==> src/rtl/tsd_pkg.sv <==
package tsd_pkg;
  localparam int unsigned STAT_W  = 8;
  localparam int unsigned HW_BIT  = 7;
  localparam int unsigned MAX_CH  = HW_BIT;
  typedef logic [STAT_W-1:0] stat_t;
endpackage

==> src/rtl/tsd_rst_sync.sv <==
module tsd_rst_sync #(
  parameter int unsigned STAGES = 2
) (
  input  logic clk,
  input  logic rst_n,
  output logic rst_sync_n
);
  logic [STAGES-1:0] chain_q;
  logic [STAGES-1:0] chain_nxt;

  always_comb begin
    chain_nxt = {chain_q[STAGES-2:0], 1'b1};
  end

  always_ff @(posedge clk or negedge rst_n) begin
    if (!rst_n) chain_q <= '0;
    else        chain_q <= chain_nxt;
  end

  assign rst_sync_n = chain_q[STAGES-1];
endmodule

==> src/rtl/tsd_trip_cmp.sv <==
module tsd_trip_cmp #(
  parameter int unsigned TEMP_W = 8
) (
  input  logic [TEMP_W-1:0] temp,
  input  logic [TEMP_W-1:0] trip,
  output logic              at_or_above
);
  // unsigned compare; equality counts as a trip
  always_comb begin
    at_or_above = (temp >= trip);
  end
endmodule

==> src/rtl/tsd_cause_latch.sv <==
module tsd_cause_latch
  import tsd_pkg::*;
(
  input  logic  clk,
  input  logic  rst_n,
  input  stat_t events,
  input  logic  rd_hit,
  output stat_t status
);
  stat_t status_q;
  stat_t status_nxt;
  stat_t clr_mask;
  logic  upd_en;

  // a read drops only flags whose event is absent now; events always win
  always_comb begin
    clr_mask   = rd_hit ? ~events : '0;
    status_nxt = (status_q & ~clr_mask) | events;
    upd_en     = rd_hit | (|(events & ~status_q));
  end

  always_ff @(posedge clk or negedge rst_n) begin
    if (!rst_n)      status_q <= '0;
    else if (upd_en) status_q <= status_nxt;
  end

  assign status = status_q;
endmodule

==> src/rtl/tsd_pin_drv.sv <==
module tsd_pin_drv (
  input  logic clk,
  input  logic rst_n,
  input  logic trip_any,
  output logic shdn_n
);
  logic shdn_n_q;
  logic shdn_n_nxt;

  always_comb begin
    shdn_n_nxt = ~trip_any;
  end

  always_ff @(posedge clk or negedge rst_n) begin
    if (!rst_n) shdn_n_q <= 1'b1;
    else        shdn_n_q <= shdn_n_nxt;
  end

  assign shdn_n = shdn_n_q;
endmodule

==> src/rtl/tsd_latch_ctrl.sv <==
module tsd_latch_ctrl
  import tsd_pkg::*;
#(
  parameter int unsigned NUM_CH      = 5,
  parameter int unsigned TEMP_W      = 8,
  parameter int unsigned ADDR_W      = 8,
  parameter logic [7:0]  STATUS_ADDR = 8'h1F,
  parameter int unsigned SYNC_STAGES = 2
) (
  input  logic              clk,
  input  logic              rst_n,
  input  logic [NUM_CH-1:0] crit_hit,
  input  logic [NUM_CH-1:0] link_en,
  input  logic [TEMP_W-1:0] hw_temp,
  input  logic [TEMP_W-1:0] hw_trip,
  input  logic              rd_en,
  input  logic [ADDR_W-1:0] rd_addr,
  output logic              shdn_n,
  output logic [STAT_W-1:0] tcrit_status
);
  localparam int unsigned RSV_LO = NUM_CH;
  localparam int unsigned RSV_HI = HW_BIT - 1;

  logic  rst_core_n;
  logic  hw_hit;
  logic  rd_hit;
  stat_t events;
  stat_t status;

  tsd_rst_sync #(.STAGES(SYNC_STAGES)) u_rst (
    .clk        (clk),
    .rst_n      (rst_n),
    .rst_sync_n (rst_core_n)
  );

  tsd_trip_cmp #(.TEMP_W(TEMP_W)) u_cmp (
    .temp        (hw_temp),
    .trip        (hw_trip),
    .at_or_above (hw_hit)
  );

  // event vector: masked channels low, reserved bits tied off, hw channel on top
  for (genvar g = 0; g < NUM_CH; g++) begin : g_ch
    assign events[g] = crit_hit[g] & link_en[g];
  end
  if (RSV_HI >= RSV_LO) begin : g_rsv
    assign events[RSV_HI:RSV_LO] = '0;
  end
  assign events[HW_BIT] = hw_hit;

  always_comb begin
    rd_hit = rd_en && (rd_addr == ADDR_W'(STATUS_ADDR));
  end

  tsd_cause_latch u_latch (
    .clk    (clk),
    .rst_n  (rst_core_n),
    .events (events),
    .rd_hit (rd_hit),
    .status (status)
  );

  tsd_pin_drv u_pin (
    .clk      (clk),
    .rst_n    (rst_core_n),
    .trip_any (|events),
    .shdn_n   (shdn_n)
  );

  assign tcrit_status = status;
endmodule

==> config.mk <==
export PLATFORM = sky130hd
export DESIGN_NAME = tsd_latch_ctrl
export DESIGN_NICKNAME = d
export VERILOG_FILES = /design/src/rtl/tsd_pkg.sv /design/src/rtl/tsd_rst_sync.sv /design/src/rtl/tsd_trip_cmp.sv /design/src/rtl/tsd_cause_latch.sv /design/src/rtl/tsd_pin_drv.sv /design/src/rtl/tsd_latch_ctrl.sv
export SDC_FILE = /design/constraint.sdc
export NUM_CORES = 1
export LEC_CHECK = 0
export BUFFER_PORTS_ARGS = -buffer_cell sky130_fd_sc_hd__buf_2
export CAP_MARGIN = 40
export CORE_UTILIZATION = 30
export CTS_BUF_LIST = sky130_fd_sc_hd__clkbuf_8 sky130_fd_sc_hd__clkbuf_16
export CTS_CLUSTER_DIAMETER = 120
export DETAILED_ROUTE_END_ITERATION = 10
export GPL_TIMING_DRIVEN = 0
export PLACE_DENSITY_LB_ADDON = 0.3
export SYNTH_ARGS = -nofsm -noshare
export SYNTH_HDL_FRONTEND = slang
export SYNTH_SLANG_ARGS = --single-unit
==> constraint.sdc <==
create_clock -name clk -period 0.8 [get_ports clk]
set_input_delay 0 -clock clk [delete_from_list [all_inputs] [get_ports clk]]
set_output_delay 0 -clock clk [all_outputs]
set_load 0.05 [all_outputs]
==> impl_metrics.ini <==
[clock_tree]
clk_pin_slew_ps = 50
clockRootBuffer = clkbuf_8
cts_htree_levels = 1
cts_buffers = 3
insertion_delay_ps = 240
clock_sinks = 11
ctsLongestPathBuffers = 2
cts_tree = built

[synthesis]
syn-instance-count = 53
yosysTopAreaCell = dfrtp_1
synth_area_leaders = dfrtp_1 (41%), ha_1 (16%), a22o_1 (7.2%)
yosys_warnings = 0
ys_seq_area_share_pct = 45.5
ys_types = 20
ys_ff_latch = 11
synth.avg_cell_area_um2 = 11.5
synth.top_cell.area_share_pct = 41.2
syn_area_um2 = 608
synth_nets = 98

[detailed_routing]
num_vias = 614
final_antenna_net_count = 0
wirelength_um = 1500
first_pass_iters = 4
route.detailed.drc = 0
wl_per_cell_um = 11.4
via_per_inst = 4.69
initialDrtViolationCount = 3

[final_layout]
stdcell_area_um2 = 1100
fin_cells = 131
final_common_cell = buf_2
final_cell_mix = buf_2 (34), inv_1 (8), buf_6 (8), dfrtp_2 (7), ha_1 (6)
antenna_cells = 0
nets = 152
area_delta_synth_final_pct = 80.9
drive_above_1_share_pct = 61.3

[placed_design]
dp_hpwl_um = 1190
io_buffers = 45
dpl_cell_area_um2 = 916
post-place-ws_ps = -357
dp.cells = 123
gp_congestion = 0.687

[worst_hold_path]
hp-class = primary input to flip-flop

[sta]
setup_violations = 7
rsz0062_at_grt = true
finalHoldViolCount = 0
whs_ps = 2.34
timing.final.ws_setup_ps = -105
period_share_pct = 113
timing.fmax_mhz = 1100
fin_setup_tns_ps = -225
maxSlewViolCount = 0
clock_skew_ps = 1.91
period_minus_slack_ps = 905

[worst_setup_path]
slowest_stage = dfstp_2
crit_fanout = 1
cp_top_family = flip-flops
cp.required_ps = 800
cpPeakStageDelay_ps = 530
cp_num_buf_inv = 1
cp-end-kind = output pin
critPathKind = flip-flop to output pin
cp_cell_sequence = buf_8
crit_arrival_ps = 910
crit_path_start_kind = flip-flop

[global_routing]
grt_use_total_pct = 17.1
first_global_vias = 637
grt_pass1_wl_um = 2480
grt_overflow = 0
grt_max_degree = 10
antenna_found_initial = 0

[power]
power_density_nw_per_um2 = 1310
leakage_nw = 0.563
peakVddDrop_uv = 1020

[status]
outcome = finished with violations
violations = setup timing

[floorplan]
die_height_um = 47.0
dieArea_um2 = 2210
rows = 15
core_region_area_um2 = 1820
dieWidth_um = 47.0
ios = 46
start_util_pct = 33.4

[flow_run]
drv_cap = 0
[Yosys cell counts, drive strengths merged]
cell type / count
a2111oi: 1
a21oi: 2
a222oi: 1
a22o: 5
a22oi: 1
and2: 2
and3: 2
conb: 1
dfrtp: 10
dfstp: 1
ha: 8
inv: 8
nand2: 3
nand2b: 1
nand4: 2
nor2: 1
nor4b: 1
o21a: 2
o31a: 1
[path summary, 6_finish.rpt]
kind / cells past startpoint / slack [ps] / endpoint / startpoint
setup / recovery: 1 / -110 / shdn_n / u_pin.shdn_n$_DFF_PN1_
hold / removal: 2 / 2 / u_latch.status[2]$_DFFE_PN0P_ / link_en[2]
setup reg to reg: 1 / 70 / u_latch.status[3]$_DFFE_PN0P_ / u_latch.status[3]$_DFFE_PN0P_
hold reg to reg: 0 / 140 / u_latch.status[7]$_DFFE_PN0P_ / u_rst.chain_q[1]$_DFF_PN0_
max in group asynchronous: 0 / 350 / u_pin.shdn_n$_DFF_PN1_ / u_rst.chain_q[1]$_DFF_PN0_
min in group asynchronous: 2 / 70 / u_rst.chain_q[0]$_DFF_PN0_ / rst_n
[repair_timing]
action / CTS / global route
hold buffers: 3 / 0
resized for setup: 22 / 6
pin swaps: 2 / 3
endpoints found under the setup margin: 14 / 18
buffers inserted: 0 / 1
endpoints found under the hold margin: 4 / 0
[logic make-up (layout without fill, tap and decap cells)]
logic type | after synthesis | count (layout) | synth area share (%)
and+or+nand+nor | 12 | 12 | 14.4
DFF | 11 | 11 | 45.5
buffers and inverters | 8 | 61 | 4.94
other | 1 | 1 | 0.617
AOI/OAI and AO/OA | 13 | 13 | 18.1
adders and majority gates | 8 | 8 | 16.5
[metal layers]
layer | up-vias | part of all wire (%) | GRT usage, %
met3 | 5 | 6.0 | 6.15
met1 | 286 | 37 | 16.9
met5 | - | 0 | 0
met2 | 26 | 54 | 28.9
met4 | 0 | 2.3 | 13.1
li1 | 297 | - | -
[metrics by stage]
step | utilization [%] | power, mW
detailed placement | 50.3 | 0.864
finish | 60.4 | 1.44
global placement | 50.3 | 0.853
floorplan | - | 0.737
global route | 60.4 | 1.53
CTS | 58.4 | 1.45
[report_power, final]
group          switching [mW]  internal (mW)
clock network           0.207          0.337
registers              0.0129          0.572
logic                   0.134          0.181
[sequential cells by signal (all words and copies together), names as in the netlist]
signal / cells
u_latch.status: 8
u_rst.chain_q: 2
u_pin.shdn_n: 1
[final cells by class]
type,instances,area (µm²)
multi-input cells,34,360
fillers,170,721
clock inverters,1,3.75
inverters,8,35.0
clock buffers,3,41.3
well taps,25,31.3
repair buffers,49,343
flip-flops and latches,11,285
Power figures use the tool's default switching activity.
